==> src/rtl/lvd_pkg.sv <==
package lvd_pkg;
  localparam int REG_W  = 8;
  localparam int B_FLAG = 7;
  localparam int B_ACK  = 6;
  localparam int B_IE   = 5;
  localparam int B_RE   = 4;
  localparam int B_SE   = 3;
  localparam int B_DE   = 2;
  localparam int B_RSV  = 1;
  localparam int B_BG   = 0;

  typedef struct packed {
    logic ie;
    logic re;
    logic se;
    logic de;
    logic bg;
  } lvd_ctl_t;

  function automatic logic mon_gate(input logic de, input logic se, input logic stop);
    return de & (~stop | se);
  endfunction

  function automatic logic [REG_W-1:0] pack_rd(input logic flag, input lvd_ctl_t c);
    logic [REG_W-1:0] r;
    r         = '0;
    r[B_FLAG] = flag;
    r[B_IE]   = c.ie;
    r[B_RE]   = c.re;
    r[B_SE]   = c.se;
    r[B_DE]   = c.de;
    r[B_BG]   = c.bg;
    return r;
  endfunction
endpackage

==> src/rtl/lvd_sync.sv <==
module lvd_sync #(
  parameter int STAGES = 2
) (
  input  logic clk,
  input  logic rst_n,
  input  logic d,
  output logic q
);
  logic [STAGES-1:0] pipe;

  genvar g;
  generate
    for (g = 0; g < STAGES; g++) begin : g_stage
      if (g == 0) begin : g_first
        always_ff @(posedge clk or negedge rst_n)
          if (!rst_n) pipe[0] <= 1'b0;
          else        pipe[0] <= d;
      end else begin : g_next
        always_ff @(posedge clk or negedge rst_n)
          if (!rst_n) pipe[g] <= 1'b0;
          else        pipe[g] <= pipe[g-1];
      end
    end
  endgenerate

  assign q = pipe[STAGES-1];
endmodule

==> src/rtl/lvd_ctl.sv <==
module lvd_ctl
  import lvd_pkg::*;
(
  input  logic             clk,
  input  logic             rst_n,
  input  logic             wr_en,
  input  logic [REG_W-1:0] wr_data,
  output lvd_ctl_t         ctl,
  output logic             locked
);
  always_ff @(posedge clk or negedge rst_n) begin
    if (!rst_n) begin
      ctl    <= '0;
      locked <= 1'b0;
    end else if (wr_en) begin
      ctl.ie <= wr_data[B_IE];
      ctl.se <= wr_data[B_SE];
      ctl.bg <= wr_data[B_BG];
      if (!locked) begin
        ctl.de <= wr_data[B_DE];
        ctl.re <= wr_data[B_RE];
        locked <= 1'b1;
      end
    end
  end
endmodule

==> src/rtl/lvd_flag.sv <==
module lvd_flag (
  input  logic clk,
  input  logic rst_n,
  input  logic set_evt,
  input  logic ack_evt,
  output logic flag
);
  always_ff @(posedge clk or negedge rst_n)
    if (!rst_n)       flag <= 1'b0;
    else if (set_evt) flag <= 1'b1;
    else if (ack_evt) flag <= 1'b0;
endmodule

==> src/rtl/lvd_ctrl_reg.sv <==
module lvd_ctrl_reg
  import lvd_pkg::*;
#(
  parameter int SYNC_STAGES = 2
) (
  input  logic             clk,
  input  logic             rst_n,
  input  logic             wr_en,
  input  logic [REG_W-1:0] wr_data,
  output logic [REG_W-1:0] rd_data,
  input  logic             lv_raw,
  input  logic             stop_mode,
  output logic             irq,
  output logic             rst_req,
  output logic             mon_en,
  output logic             bg_buf_en
);
  lvd_ctl_t ctl;
  logic     locked;
  logic     sync_lv;
  logic     set_evt;
  logic     ack_evt;
  logic     flag;

  lvd_sync #(.STAGES(SYNC_STAGES)) u_sync (
    .clk(clk), .rst_n(rst_n), .d(lv_raw), .q(sync_lv)
  );

  lvd_ctl u_ctl (
    .clk(clk), .rst_n(rst_n), .wr_en(wr_en), .wr_data(wr_data),
    .ctl(ctl), .locked(locked)
  );

  assign mon_en  = mon_gate(ctl.de, ctl.se, stop_mode);
  assign set_evt = sync_lv & mon_en;
  assign ack_evt = wr_en & wr_data[B_ACK];

  lvd_flag u_flag (
    .clk(clk), .rst_n(rst_n), .set_evt(set_evt), .ack_evt(ack_evt), .flag(flag)
  );

  assign rd_data   = pack_rd(flag, ctl);
  assign irq       = flag & ctl.ie;
  assign rst_req   = flag & ctl.re & ctl.de;
  assign bg_buf_en = ctl.bg;
endmodule

==> config.mk <==
export PLATFORM = sky130hd
export DESIGN_NAME = lvd_ctrl_reg
export DESIGN_NICKNAME = d
export VERILOG_FILES = /design/src/rtl/lvd_pkg.sv /design/src/rtl/lvd_sync.sv /design/src/rtl/lvd_ctl.sv /design/src/rtl/lvd_flag.sv /design/src/rtl/lvd_ctrl_reg.sv
export SDC_FILE = /design/constraint.sdc
export NUM_CORES = 1
export LEC_CHECK = 0
export BUFFER_PORTS_ARGS = -buffer_cell sky130_fd_sc_hd__buf_4
export CORE_AREA = 2 2 39 41
export CTS_CLUSTER_DIAMETER = 100
export DETAILED_ROUTE_END_ITERATION = 10
export DIE_AREA = 0 0 41 43
export SLEW_MARGIN = 30
export SYNTH_ARGS = -nofsm -noshare
export SYNTH_HDL_FRONTEND = slang
export SYNTH_SLANG_ARGS = --single-unit
export TNS_END_PERCENT = 30
==> constraint.sdc <==
create_clock -name clk -period 1.8 [get_ports clk]
set_input_delay 0 -clock clk [delete_from_list [all_inputs] [get_ports clk]]
set_output_delay 0 -clock clk [all_outputs]
set_load 0.02 [all_outputs]
Yosys cells after proc, flatten, opt, wreduce, memory -nomap -nowiden:

Cells that the tools add are included.

* multiply operators: 0
* div/mod/pow operators: 0
* shift-type cells: 0
* bitwise logic cells: 9
* eq/ne operators: 0
* multiplexer cells: 2
* $lt $le $gt $ge: 0
* add/subtract/negate cells: 0
* reduce and logical (&&, ||, !) cells: 2

Operator list (count)
* bitwise AND 1 bit: 6
* two-way mux 1 bit: 2
* NOT 1 bit: 2
* AND reduction 2 bit: 1
* nonzero test 2 bit: 1
* OR 1 bit: 1

* word-level logic and storage cells: 22
* bits in latches: 0
* register bits after elaboration: 9
* output and inout bits: 12
* bits in writable memories: 0
* ROM bits: 0
* memories: 0

Depth between registers and ports, before layout:

* depth in word-level cells: 5
* gate-level depth with buffers: 2

Hierarchy:

From an unflattened synthesis, not the netlist that was laid out.

* cell total of the unflattened synthesis: 29
* area total of the unflattened synthesis: 391.6 um^2

Modules (own cells, without submodules)
* lvd_ctl: seq. area each 150.1 um^2, area each 234.0 um^2, cells an instance 13, instances 1
* lvd_ctrl_reg: seq. area each 0.0 um^2, area each 71.3 um^2, cells an instance 11, instances 1
* lvd_sync: seq. area each 50.0 um^2, area each 50.0 um^2, cells an instance 2, instances 1
* lvd_flag: seq. area each 25.0 um^2, area each 36.3 um^2, cells an instance 3, instances 1

Worst setup path after synthesis:

No wires, ideal clock.

* kind: register to register
* from: register u_ctl.locked
* to: register u_ctl.ctl[1] (netlist name)
* clock period less this slack: 0.999 ns
* slack: 0.801 ns
* stages on the path, launching flop included: 3
* setup time: 0.125 ns
* data required time: 1.675 ns
* arrival: 0.874 ns
* path through: dfrtp_1 -> and2b_4 -> mux2_4

* longest elaborated chain between the ends: 2

RTL lines
* start: declaration: RTL line lvd_ctl.sv:9 `output logic locked`
* start signal: assignment: RTL line lvd_ctl.sv:14 `locked <= 1'b0;`
* start signal: assignment: RTL line lvd_ctl.sv:22 `locked <= 1'b1;`
* NOT 1 bit (no line)
* AND reduction 2 bit (no line)

No other way between the ends.
A chain may end at the register's enable or synchronous reset.

Final worst setup path:

* from: register u_ctl.ctl[2] (netlist name)
* to: output mon_en

* longest elaborated chain between the ends: 2

RTL lines
* OR 1 bit: RTL line lvd_pkg.sv:21 `return de & (~stop | se);`
* bitwise AND 1 bit: RTL line lvd_pkg.sv:21
* end: declaration: RTL line lvd_ctrl_reg.sv:15 `output logic mon_en,`

No other way between the ends.

==> results_dict.tcl <==
set metrics [dict create \
    outcome "finished, final reports clean" \
    root_buffer "clkbuf_4" \
    synthCells 27 \
    via_per_inst 4.18 \
    p_int_w 0.000378 \
    overflow 0 \
    hold_violations 0 \
    drive_gt1_frac 0.473 \
    numCtsBuffers 3 \
    wl_um 673 \
    ios 25 \
    power_leakage_nw 0.301 \
    fin_tns_setup_ns 0 \
    grt_pass1_vias 280 \
    ys_ff_latch 9 \
    clock_skew_ns 0.00271 \
    grt_max_degree 10 \
    combPwrFrac 0.258 \
    post-route-period-util 0.615 \
    dr.pass1.iters 3 \
    yosys_warnings 0 \
    place_congestion 0.585 \
    antenna_cells 0 \
    clk_path_buf_depth 2 \
    start_util 0.273 \
    r2r_setup_slack_ns 0.77 \
    p_sw_frac 0.268 \
    initialDrtViolationCount 2 \
    nets 69 \
    antenna_found_initial 0 \
    hold_slack_ns 0.00115 \
    slew_viol_final 0 \
    p_per_area_mw_per_mm2 837 \
    synthDistinctLibCells 12 \
    fmax_mhz 903 \
    cp_data_required_time_ns 1.80 \
    clock_latency_ns 0.25 \
    cap_violations 0 \
    crit_arrival_ns 1.11 \
    htree_levels 1 \
    power_w 0.000517 \
    place.port_buffers 20 \
    clkPwrFrac 0.288 \
    path_class "reg2out" \
    cts_tree "built" \
    peakVddDrop_v 0.000522 \
    period_minus_slack_ns 1.11 \
    drc 0 \
    synth.avg_cell_area_um2 14.0 \
    critPathLaunchType "flop" \
    core_area_mm2 0.00138 \
    syn-cell-area_um2 378 \
    endpoint_kind "output port" \
    critPathMaxFanout 3 \
    clk_pin_slew_ns 0.06 \
    wl_per_cell_um 9.48 \
    rsz0062_at_grt "false" \
    dieArea_mm2 0.00176 \
    postCtsSetupBuffers 0 \
    area_growth_pct 63.6 \
    switching_power_w 0.000139 \
    ys_seq_area_frac 0.596 \
    power_frac_seq 0.454 \
    ant_nets 0 \
    grt_first_pass_wirelength_um 1120 \
    std_cell_rows 14 \
    setup_violations 0 \
    grt_usage 0.0932 \
    die_h_um 43 \
    cts_sinks 9 \
    die_x_um 41 \
    hp-class "in2reg" \
    routed-via-count 297 \
]
[cells by family (layout without fill, tap and decap cells)]
group	after synthesis	after routing	share of synthesized area
AO/OA/AOI/OAI	1	1	0.0265
buffers and inverters	4	31	0.0795
flip-flops	9	9	0.596
multiplexers	5	5	0.169
other	1	2	0.00992
AND/OR/NAND/NOR	7	7	0.119
[critical path, cell delays in order, from the launching register on]
cell and delay, ns:
dfrtp_1 0.38, nand2b_1 0.16, and2_1 0.16, buf_4 0.15
[placed cells by master (no fill, tap or decap)]
cell type | Yosys | final
and3_1 | 1 | 1
mux2_1 | 3 | 3
conb_1 | 1 | 2
clkbuf_1 | 0 | 1
nand2b_1 | 1 | 1
and2b_4 | 1 | 1
dfrtp_1 | 9 | 9
mux2_4 | 2 | 2
buf_4 | 4 | 20
clkbuf_4 | 0 | 3
dlygate4sd3_1 | 0 | 7
a32o_1 | 1 | 1
nand2_1 | 1 | 1
and2_1 | 2 | 2
or2_1 | 1 | 1
[worst paths after layout]
check,depth (start not counted),start,to
hold / removal,2,wr_en,u_ctl.locked$_DFFE_PN0P_
setup / recovery,3,u_ctl.ctl[2]$_DFFE_PN0P_,mon_en
min in group asynchronous,2,rst_n,u_ctl.locked$_DFFE_PN0P_
setup reg to reg,2,u_ctl.locked$_DFFE_PN0P_,u_ctl.ctl[3]$_DFFE_PN0P_
hold reg to reg,0,u_sync.pipe[0]$_DFF_PN0_,u_sync.q$_DFF_PN0_
max in group asynchronous,2,rst_n,u_ctl.ctl[0]$_DFFE_PN0P_
[Yosys cell counts]
master | number | area (um2)
mux2_1 | 3 | 33.8
conb_1 | 1 | 3.75
buf_4 | 4 | 30.0
dfrtp_1 | 9 | 225
and2_1 | 2 | 12.5
or2_1 | 1 | 6.26
nand2b_1 | 1 | 6.26
a32o_1 | 1 | 10.0
and3_1 | 1 | 6.26
mux2_4 | 2 | 30.0
nand2_1 | 1 | 3.75
and2b_4 | 1 | 10.0
[registers in the layout, indices dropped and copies added (netlist names)]
name,count
u_ctl.locked,1
u_flag.flag,1
u_sync.q,1
u_ctl.ctl,5
u_sync.pipe,1
[routing by layer]
metal | up-vias | GRT usage | routed length [um]
li1 | 140 | - | -
met1 | 143 | 0.113 | 297
met2 | 14 | 0.144 | 315
met3 | 0 | 0.0471 | 60
met4 | 0 | 0.0200 | 0
met5 | - | 0 | 0
[power groups by stage]
| stage | Combinational (W) | Sequential [W] | Clock, W |
|---|---|---|---|
| after floorplan | 0.0000572 | 0.000251 | 0 |
| after global placement | 0.000122 | 0.000238 | 0 |
| after detailed placement | 0.000123 | 0.000238 | 0 |
| after CTS | 0.000135 | 0.000235 | 0.000154 |
| after global routing | 0.000144 | 0.000238 | 0.000165 |
| final | 0.000134 | 0.000235 | 0.000149 |
[metrics by stage]
| stage | cells | worst slack, ns | utilization | area [um2] |
|---|---|---|---|---|
| 2_1_floorplan | 28 | 0.801 | - | 382 |
| 3_3_place_gp | 60 | 0.784 | 0.377 | 522 |
| 3_5_place_dp | 60 | 0.777 | 0.377 | 522 |
| 4_1_cts | 71 | 0.676 | 0.447 | 618 |
| 5_1_grt | 71 | 0.632 | 0.447 | 618 |
| 6_report | 71 | 0.693 | 0.447 | 618 |
[area by class of cell]
class / instances / area [um2]
Fill cell: 143 / 766
Sequential cell: 9 / 225
Timing Repair Buffer: 27 / 220
Clock buffer: 4 / 26.3
Tap cell: 16 / 20.0
Multi-Input combinational cell: 15 / 126
[timing repair]
action / in CTS / in global routing
endpoints found under the hold margin: 15 / 0
hold buffers: 7 / 0
resized for setup: 0 / 0
Note: power is estimated with default switching activity, not from simulation.
